$ cat src/rtl/cis_pkg.sv
package cis_pkg;
    localparam logic [7:0] TUP_TERM    = 8'hFF;
    localparam logic [7:0] TUP_FUNCEXT = 8'h22;
    localparam logic [7:0] TUP_VENDOR  = 8'h80;
    localparam logic [7:0] FX_NODE_ID  = 8'h04;
    localparam logic [7:0] NODE_ID_LEN = 8'h06;

    localparam logic [7:0] SUB_PA      = 8'h03;
    localparam logic [7:0] SUB_COUNTRY = 8'h05;
    localparam logic [7:0] SUB_ANT     = 8'h06;
    localparam logic [7:0] SUB_BFLAGS  = 8'h08;
    localparam logic [7:0] SUB_LED     = 8'h09;

    typedef enum logic [1:0] {
        W_TYPE = 2'd0,
        W_LEN  = 2'd1,
        W_BODY = 2'd2,
        W_DONE = 2'd3
    } walk_state_e;

    typedef struct packed {
        logic [47:0] mac;
        logic        mac_vld;
        logic [15:0] pa_b0;
        logic [15:0] pa_b1;
        logic [15:0] pa_b2;
        logic [7:0]  pa_tssi;
        logic [7:0]  pa_maxpwr;
        logic        pa_vld;
        logic [7:0]  country;
        logic        country_vld;
        logic [7:0]  antennas;
        logic        ant_vld;
        logic [15:0] bflags;
        logic        bflags_vld;
        logic [31:0] led;
        logic        led_vld;
        logic        err;
    } field_set_t;
endpackage

$ cat src/rtl/cis_tuple_walker.sv
module cis_tuple_walker
    import cis_pkg::*;
#(
    parameter int LEN_W = 8
) (
    input  logic             clk,
    input  logic             rst_n,
    input  logic             start,
    input  logic             in_valid,
    input  logic [7:0]       in_byte,
    output logic             pl_valid,
    output logic [LEN_W-1:0] pl_idx,
    output logic             tup_end,
    output logic [7:0]       end_type,
    output logic [LEN_W-1:0] end_len,
    output logic             done
);
    typedef struct packed {
        walk_state_e      st;
        logic [7:0]       ttype;
        logic [LEN_W-1:0] tlen;
        logic [LEN_W-1:0] idx;
    } walk_t;

    localparam walk_t WALK_RST = '{st: W_TYPE, ttype: 8'h00, tlen: '0, idx: '0};

    walk_t w_d, w_q;

    always_comb begin
        w_d      = w_q;
        pl_valid = 1'b0;
        tup_end  = 1'b0;
        pl_idx   = w_q.idx;
        end_type = w_q.ttype;
        end_len  = w_q.tlen;
        if (start) begin
            w_d = WALK_RST;
        end else if (in_valid) begin
            unique case (w_q.st)
                W_TYPE: begin
                    if (in_byte == TUP_TERM) begin
                        w_d.st = W_DONE;
                    end else begin
                        w_d.ttype = in_byte;
                        w_d.st    = W_LEN;
                    end
                end
                W_LEN: begin
                    w_d.tlen = LEN_W'(in_byte);
                    w_d.idx  = '0;
                    if (in_byte == 8'h00) begin
                        tup_end = 1'b1;
                        end_len = '0;
                        w_d.st  = W_TYPE;
                    end else begin
                        w_d.st = W_BODY;
                    end
                end
                W_BODY: begin
                    pl_valid = 1'b1;
                    w_d.idx  = w_q.idx + 1'b1;
                    if (w_q.idx == w_q.tlen - 1'b1) begin
                        tup_end = 1'b1;
                        w_d.st  = W_TYPE;
                    end
                end
                default: ;
            endcase
        end
    end

    always_ff @(posedge clk or negedge rst_n) begin
        if (!rst_n) w_q <= WALK_RST;
        else        w_q <= w_d;
    end

    assign done = (w_q.st == W_DONE);

    AST_IDX_IN_TUPLE: assert property (@(posedge clk) disable iff (!rst_n)
        pl_valid |-> (pl_idx < w_q.tlen));
    AST_DONE_HOLDS: assert property (@(posedge clk) disable iff (!rst_n)
        (done && !start) |=> done);
    AST_DONE_NO_PAYLOAD: assert property (@(posedge clk) disable iff (!rst_n)
        done |-> (!pl_valid && !tup_end));
endmodule

$ cat src/rtl/cis_payload_buf.sv
module cis_payload_buf #(
    parameter int NBYTES = 9,
    parameter int LEN_W  = 8
) (
    input  logic                   clk,
    input  logic                   rst_n,
    input  logic                   pl_valid,
    input  logic [LEN_W-1:0]       pl_idx,
    input  logic [7:0]             pl_byte,
    output logic [NBYTES-1:0][7:0] view
);
    logic [NBYTES-1:0][7:0] buf_d, buf_q;

    always_comb begin
        buf_d = buf_q;
        for (int i = 0; i < NBYTES; i++) begin
            if (pl_valid && pl_idx == LEN_W'(i)) buf_d[i] = pl_byte;
        end
    end

    always_ff @(posedge clk or negedge rst_n) begin
        if (!rst_n) buf_q <= '0;
        else        buf_q <= buf_d;
    end

    // The byte arriving now is merged so a tuple can be committed on its last byte.
    for (genvar g = 0; g < NBYTES; g++) begin : g_view
        assign view[g] = (pl_valid && pl_idx == LEN_W'(g)) ? pl_byte : buf_q[g];
    end
endmodule

$ cat src/rtl/cis_field_regs.sv
module cis_field_regs
    import cis_pkg::*;
#(
    parameter int NBYTES = 9,
    parameter int LEN_W  = 8
) (
    input  logic                   clk,
    input  logic                   rst_n,
    input  logic                   start,
    input  logic                   tup_end,
    input  logic [7:0]             end_type,
    input  logic [LEN_W-1:0]       end_len,
    input  logic [NBYTES-1:0][7:0] view,
    output field_set_t             fields
);
    localparam logic [LEN_W-1:0] FX_TUP_LEN = LEN_W'(8);

    field_set_t f_d, f_q;
    logic [7:0]       sub;
    logic [LEN_W-1:0] dsize;
    logic             size_ok;

    function automatic logic [LEN_W-1:0] sub_size(input logic [7:0] code);
        unique case (code)
            SUB_PA:      sub_size = LEN_W'(8);
            SUB_COUNTRY: sub_size = LEN_W'(1);
            SUB_ANT:     sub_size = LEN_W'(1);
            SUB_BFLAGS:  sub_size = LEN_W'(2);
            SUB_LED:     sub_size = LEN_W'(4);
            default:     sub_size = '0;
        endcase
    endfunction

    always_comb begin
        f_d     = f_q;
        sub     = view[0];
        dsize   = end_len - 1'b1;
        size_ok = (dsize == sub_size(sub));
        if (start) begin
            f_d = '0;
        end else if (tup_end) begin
            if (end_type == TUP_FUNCEXT && end_len != '0 && view[0] == FX_NODE_ID) begin
                if (end_len == FX_TUP_LEN && view[1] == NODE_ID_LEN) begin
                    f_d.mac     = {view[2], view[3], view[4], view[5], view[6], view[7]};
                    f_d.mac_vld = 1'b1;
                end else begin
                    f_d.err = 1'b1;
                end
            end else if (end_type == TUP_VENDOR) begin
                if (end_len == '0) begin
                    f_d.err = 1'b1;
                end else if (sub_size(sub) != '0) begin
                    if (!size_ok) begin
                        f_d.err = 1'b1;
                    end else begin
                        unique case (sub)
                            SUB_PA: begin
                                f_d.pa_b0     = {view[2], view[1]};
                                f_d.pa_b1     = {view[4], view[3]};
                                f_d.pa_b2     = {view[6], view[5]};
                                f_d.pa_tssi   = view[7];
                                f_d.pa_maxpwr = view[8];
                                f_d.pa_vld    = 1'b1;
                            end
                            SUB_COUNTRY: begin
                                f_d.country     = view[1];
                                f_d.country_vld = 1'b1;
                            end
                            SUB_ANT: begin
                                f_d.antennas = view[1];
                                f_d.ant_vld  = 1'b1;
                            end
                            SUB_BFLAGS: begin
                                f_d.bflags     = {view[2], view[1]};
                                f_d.bflags_vld = 1'b1;
                            end
                            SUB_LED: begin
                                f_d.led     = {view[4], view[3], view[2], view[1]};
                                f_d.led_vld = 1'b1;
                            end
                            default: ;
                        endcase
                    end
                end
            end
        end
    end

    always_ff @(posedge clk or negedge rst_n) begin
        if (!rst_n) f_q <= '0;
        else        f_q <= f_d;
    end

    assign fields = f_q;

    AST_START_CLEARS: assert property (@(posedge clk) disable iff (!rst_n)
        start |=> (!f_q.err && !f_q.mac_vld && !f_q.pa_vld && !f_q.country_vld
                   && !f_q.ant_vld && !f_q.bflags_vld && !f_q.led_vld));
    AST_ERR_STICKY: assert property (@(posedge clk) disable iff (!rst_n)
        (f_q.err && !start) |=> f_q.err);
    AST_VALID_STICKY: assert property (@(posedge clk) disable iff (!rst_n)
        (f_q.country_vld && f_q.pa_vld && !start) |=> (f_q.country_vld && f_q.pa_vld));
    AST_NO_CHANGE_OFF_END: assert property (@(posedge clk) disable iff (!rst_n)
        (!tup_end && !start) |=> $stable(f_q));
endmodule

$ cat src/rtl/cis_tuple_parser.sv
module cis_tuple_parser
    import cis_pkg::*;
#(
    parameter int NBYTES = 9,
    parameter int LEN_W  = 8
) (
    input  logic        clk,
    input  logic        rst_n,
    input  logic        start,
    input  logic        in_valid,
    input  logic [7:0]  in_byte,
    output logic        done,
    output logic        err,
    output logic [47:0] mac_addr,
    output logic        mac_vld,
    output logic [15:0] pa_b0,
    output logic [15:0] pa_b1,
    output logic [15:0] pa_b2,
    output logic [7:0]  pa_tssi,
    output logic [7:0]  pa_maxpwr,
    output logic        pa_vld,
    output logic [7:0]  country,
    output logic        country_vld,
    output logic [7:0]  antennas,
    output logic        ant_vld,
    output logic [15:0] board_flags,
    output logic        bflags_vld,
    output logic [31:0] led_info,
    output logic        led_vld
);
    logic                   pl_valid, tup_end;
    logic [LEN_W-1:0]       pl_idx, end_len;
    logic [7:0]             end_type;
    logic [NBYTES-1:0][7:0] view;
    field_set_t             fields;

    cis_tuple_walker #(.LEN_W(LEN_W)) u_walk (
        .clk(clk), .rst_n(rst_n), .start(start), .in_valid(in_valid), .in_byte(in_byte),
        .pl_valid(pl_valid), .pl_idx(pl_idx), .tup_end(tup_end),
        .end_type(end_type), .end_len(end_len), .done(done)
    );

    cis_payload_buf #(.NBYTES(NBYTES), .LEN_W(LEN_W)) u_buf (
        .clk(clk), .rst_n(rst_n), .pl_valid(pl_valid), .pl_idx(pl_idx),
        .pl_byte(in_byte), .view(view)
    );

    cis_field_regs #(.NBYTES(NBYTES), .LEN_W(LEN_W)) u_fields (
        .clk(clk), .rst_n(rst_n), .start(start), .tup_end(tup_end),
        .end_type(end_type), .end_len(end_len), .view(view), .fields(fields)
    );

    assign err         = fields.err;
    assign mac_addr    = fields.mac;
    assign mac_vld     = fields.mac_vld;
    assign pa_b0       = fields.pa_b0;
    assign pa_b1       = fields.pa_b1;
    assign pa_b2       = fields.pa_b2;
    assign pa_tssi     = fields.pa_tssi;
    assign pa_maxpwr   = fields.pa_maxpwr;
    assign pa_vld      = fields.pa_vld;
    assign country     = fields.country;
    assign country_vld = fields.country_vld;
    assign antennas    = fields.antennas;
    assign ant_vld     = fields.ant_vld;
    assign board_flags = fields.bflags;
    assign bflags_vld  = fields.bflags_vld;
    assign led_info    = fields.led;
    assign led_vld     = fields.led_vld;

    AST_IDLE_HOLDS: assert property (@(posedge clk) disable iff (!rst_n)
        (!in_valid && !start) |=> ($stable(country) && $stable(mac_addr) && $stable(err)
                                   && $stable(done) && $stable(pa_b0)));
    AST_DONE_FREEZES: assert property (@(posedge clk) disable iff (!rst_n)
        (done && !start) |=> ($stable(err) && $stable(country_vld) && $stable(ant_vld)));
endmodule

$ cat config.mk
export PLATFORM = sky130hd
export DESIGN_NAME = cis_tuple_parser
export DESIGN_NICKNAME = d
export VERILOG_FILES = /design/src/rtl/cis_pkg.sv /design/src/rtl/cis_tuple_walker.sv /design/src/rtl/cis_payload_buf.sv /design/src/rtl/cis_field_regs.sv /design/src/rtl/cis_tuple_parser.sv
export SDC_FILE = /design/constraint.sdc
export NUM_CORES = 1
export LEC_CHECK = 0
export BUFFER_PORTS_ARGS = -buffer_cell sky130_fd_sc_hd__buf_2
export CAP_MARGIN = 40
export CELL_PAD_IN_SITES_DETAIL_PLACEMENT = 0
export CELL_PAD_IN_SITES_GLOBAL_PLACEMENT = 1
export CORE_MARGIN = 3
export CORE_UTILIZATION = 30
export DETAILED_ROUTE_END_ITERATION = 8
export PLACE_DENSITY_LB_ADDON = 0.1
export SLEW_MARGIN = 15
export SYNTH_ARGS = -nofsm -noshare
export SYNTH_HDL_FRONTEND = slang
export SYNTH_SLANG_ARGS = --single-unit
export TNS_END_PERCENT = 5
$ cat constraint.sdc
create_clock -name clk -period 4.23 [get_ports clk]
set_clock_uncertainty 0.05 [all_clocks]
set_input_delay 0.2115 -clock clk [delete_from_list [all_inputs] [get_ports clk]]
set_output_delay 0.2115 -clock clk [all_outputs]
set_load 0.05 [all_outputs]
==> flow_metrics.py <==
metrics = {
    "status": {
        "status": "complete, no violations",
    },
    "synth": {
        "yosys_warnings": 0,
        "synth_nets": 1151,
        "seq_area_frac_synth_pct": 54.6,
        "syn_inst": 1128,
        "ys_ff_latch": 281,
        "synth_area_leaders": "dfrtp_1 55%, mux2i_1 9.5%, a211oi_1 3.9%",
        "yosys.cell_types.count": 65,
        "synth_area_leader_cell": "dfrtp_1",
        "synthFlopType": "dfrtp_1",
        "syn_avg_cell_area_um2": 11.4,
        "synth_edf_count": 0,
        "synth_top_area_share_pct": 54.6,
        "synth-async-reset-ratio_pct": 100,
        "syn_area_um2": 12900,
    },
    "routing": {
        "ant_nets": 0,
        "viasPerCell": 4.97,
        "routedWlPerCell_um": 22.7,
        "num_vias": 9315,
        "drtPass1Iterations": 5,
        "drtIter0Drc": 540,
        "wirelength_um": 42600,
        "drc": 0,
    },
    "sta": {
        "tns_ps": 0,
        "tightest_slew_ps": 856,
        "finalCriticalPeriod_ps": 3720,
        "slew_headroom_pct": 42.9,
        "hold_violations": 0,
        "rsz0062_at_grt": "false",
        "drv_slew": 0,
        "fmax_mhz": 269,
        "setup_violations": 0,
        "period_share_pct": 88.0,
    },
    "global_route": {
        "grt_first_pass_wirelength_um": 63500,
        "antenna_found_initial": 0,
        "grt-ovfl-total": 0,
        "grt_max_degree": 94,
        "grt_pass1_vias": 9449,
        "grtUsageTotal_pct": 18.6,
    },
    "final_layout": {
        "num-fill-cells": 4207,
        "seq_area_um2": 7030,
        "multi_input_area_um2": 5070,
        "insertedDiodeCount": 0,
        "area_delta_synth_final_pct": 21.4,
        "drive_gt1_share_pct": 30.2,
        "utilization_pct": 37.1,
        "nets": 1333,
    },
    "floorplan": {
        "num_rows": 75,
        "die_h_um": 213,
        "die_w_um": 213,
        "floorplan.initialDensity_pct": 30.5,
        "die_area_um2": 45400,
        "core-area_um2": 42100,
        "ioPinCount": 196,
    },
    "placement": {
        "routabilityCongestion": 0.793,
        "hpwl_um": 27600,
        "portBuffers": 195,
    },
    "critical_path": {
        "path_class": "flop to flop",
        "cp_cell_sequence": "inv_1, ha_1, and2_1, nand4_1, nand2_1, ha_1, nor2b_1, a32o_1, a22o_1, nand3_1, a211oi_1, and4b_4, buf_12, and2_1, a211oi_1",
        "critPathMaxStageDelay_ps": 410,
        "crit_slowest_cell": "and2_1",
        "r2r_start": "u_walk.w_q[25]$_DFFE_PN0P_",
        "end_kind": "flop",
        "r2r_end": "u_fields.fields[68]$_DFFE_PN0P_",
        "r2r_slack_ps": 510,
        "rr_worst_depth": 15,
        "required_ps": 4560,
        "cp.arrival_ps": 4050,
        "worst_setup_path_start_kind": "flop",
        "path_max_fanout": 46,
    },
    "pwr": {
        "seq_power_share_pct": 43.2,
        "p_comb_share_pct": 11.2,
        "peakVddDrop_uv": 216,
        "p_int_mw": 4.84,
        "power_frac_clock_pct": 45.7,
        "leakagePower_nw": 8.37,
        "p_sw_mw": 1.76,
        "p_total_mw": 6.61,
        "power_density_nw_per_um2": 423,
        "switching_share_pct": 26.7,
    },
    "clocking": {
        "cts_resized": 0,
        "cts.sinks": 281,
        "clock_latency_ps": 540,
        "cts_tree": "yes",
        "numCtsBuffers": 35,
        "clk_root_buffer_cell": "clkbuf_16",
        "cts_buffer_depth": 3,
        "htree_levels": 2,
        "clkSlewWorstSetupHoldPaths_ps": 60,
    },
    "job": {
        "max-cap-violations": 0,
    },
    "worst_hold_path": {
        "whs_endpoint": "u_walk.w_q[14]$_DFFE_PN0P_",
        "hold_depth": 4,
        "hold_start": "in_byte[6]",
        "hp-class": "input pin to flop",
    },
}
## state kept, by name (all words and copies together), names as in the netlist
name / flops
u_walk.w_q: 10
u_fields.fields: 183
u_walk.end_type: 8
u_walk.pl_idx: 8
u_buf.buf_q: 72
## cells by family after synthesis
logic type | count (synthesis) | share of synthesized area, %
AND/OR/NAND/NOR | 236 | 9.17
buffers and inverters | 164 | 6.24
multiplexers | 157 | 12.7
flip-flops | 281 | 54.6
XOR/XNOR | 20 | 1.36
adder cells (fa/ha/maj) | 11 | 1.07
AO/OA/AOI/OAI | 259 | 14.9
## worst max-delay path: cells and delay by family (launching register included)
family	cells	cell delay, ps
AO/OA/AOI/OAI	4	730
flip-flops	1	390
buffers and inverters	2	380
AND/OR/NAND/NOR	7	1570
adder cells (fa/ha/maj)	2	470
## synthesized netlist by cell type (10+ instances only)
cell        n
nand3_1    15
nand4_1    10
xnor2_1    10
a211oi_1   67
o21a_1     11
buf_2      20
nand2_1    69
mux2_2     33
nor2b_1    11
ha_1       11
a21oi_2    30
dfrtp_1   281
mux2i_1   122
a211oi_2   32
xor2_1     10
nor2_1     77
a21oi_1    90
clkbuf_1   54
inv_1      68
## power by group through the flow
stage                     Sequential, mW  Combinational (mW)  Clock, mW
after global placement              2.90               0.750          0
after detailed placement            2.90               0.747          0
final                               2.85               0.739       3.02
after global routing                2.86               0.820       3.24
after CTS                           2.85               0.752       3.12
after floorplan                     2.87               0.472          0
## layout make-up
| cell class | instances | area share [%] |
|---|---|---|
| Sequential cell | 281 | 45.0 |
| Multi-Input combinational cell | 683 | 32.4 |
| Timing Repair Buffer | 240 | 9.20 |
| Clock buffer | 50 | 6.55 |
| Tap cell | 539 | 4.32 |
| Inverter | 69 | 1.66 |
| Clock inverter | 13 | 0.849 |
## cells in the final DEF (no fill, tap or decap), types with 7 or more instances in the layout
cell type,synthesis,layout
nor2b_1,11,11
and3_1,8,8
clkbuf_16,0,36
nand4_1,10,10
a211oi_1,67,67
a21oi_1,90,90
o21ai_0,9,9
buf_12,4,8
a211oi_2,32,32
buf_4,8,34
buf_2,20,193
nand2_1,69,68
nor2_1,77,76
nor4_1,7,7
inv_1,68,68
clkinv_2,0,8
a21oi_2,30,30
nand3_1,15,15
ha_1,11,11
clkbuf_8,0,7
xor2_1,10,10
mux2i_1,122,121
clkbuf_1,54,7
mux2_2,33,33
o21a_1,11,11
xnor2_1,10,10
dfrtp_1,281,281
## timing repair
action	4_1_cts	5_1_grt
buffers inserted	0	0
hold buffers	3	0
endpoints found under the hold margin	91	0
## worst max-delay path by stage
| stage | from | to | slack [ps] |
|---|---|---|---|
| global route | u_walk.w_q[25]$_DFFE_PN0P_ | u_fields.fields[68]$_DFFE_PN0P_ | 90 |
| global placement | in_byte[2] | u_fields.fields[63]$_DFFE_PN0P_ | 490 |
| finish | u_walk.w_q[25]$_DFFE_PN0P_ | u_fields.fields[68]$_DFFE_PN0P_ | 510 |
| CTS | u_walk.w_q[25]$_DFFE_PN0P_ | u_fields.fields[68]$_DFFE_PN0P_ | 460 |
| detailed placement | in_byte[2] | u_fields.fields[64]$_DFFE_PN0P_ | 390 |
| floorplan | u_walk.w_q[25]$_DFFE_PN0P_ | u_fields.fields[10]$_DFFE_PN0P_ | 900 |
## through the flow
stage / cell area [um^2] / std cells / hold slack, ps / worst slack [ps]
2_1_floorplan: 12900 / 1128 / -134 / 904
3_3_place_gp: 14400 / 1808 / 282 / 493
3_5_place_dp: 14400 / 1809 / 272 / 391
4_1_cts: 15600 / 1875 / 50.7 / 465
5_1_grt: 15600 / 1875 / 66.6 / 86.9
6_report: 15600 / 1875 / 73.5 / 506
## routing by layer
layer  GRT usage [%]  vias up  routed length [um]
li1                -     4320                   -
met1            25.4     4758               19500
met2            29.9      176               20200
met3            3.88       61                1960
met5               0        -                   0
met4            5.70        0                1010
Power figures use the tool's default switching activity.
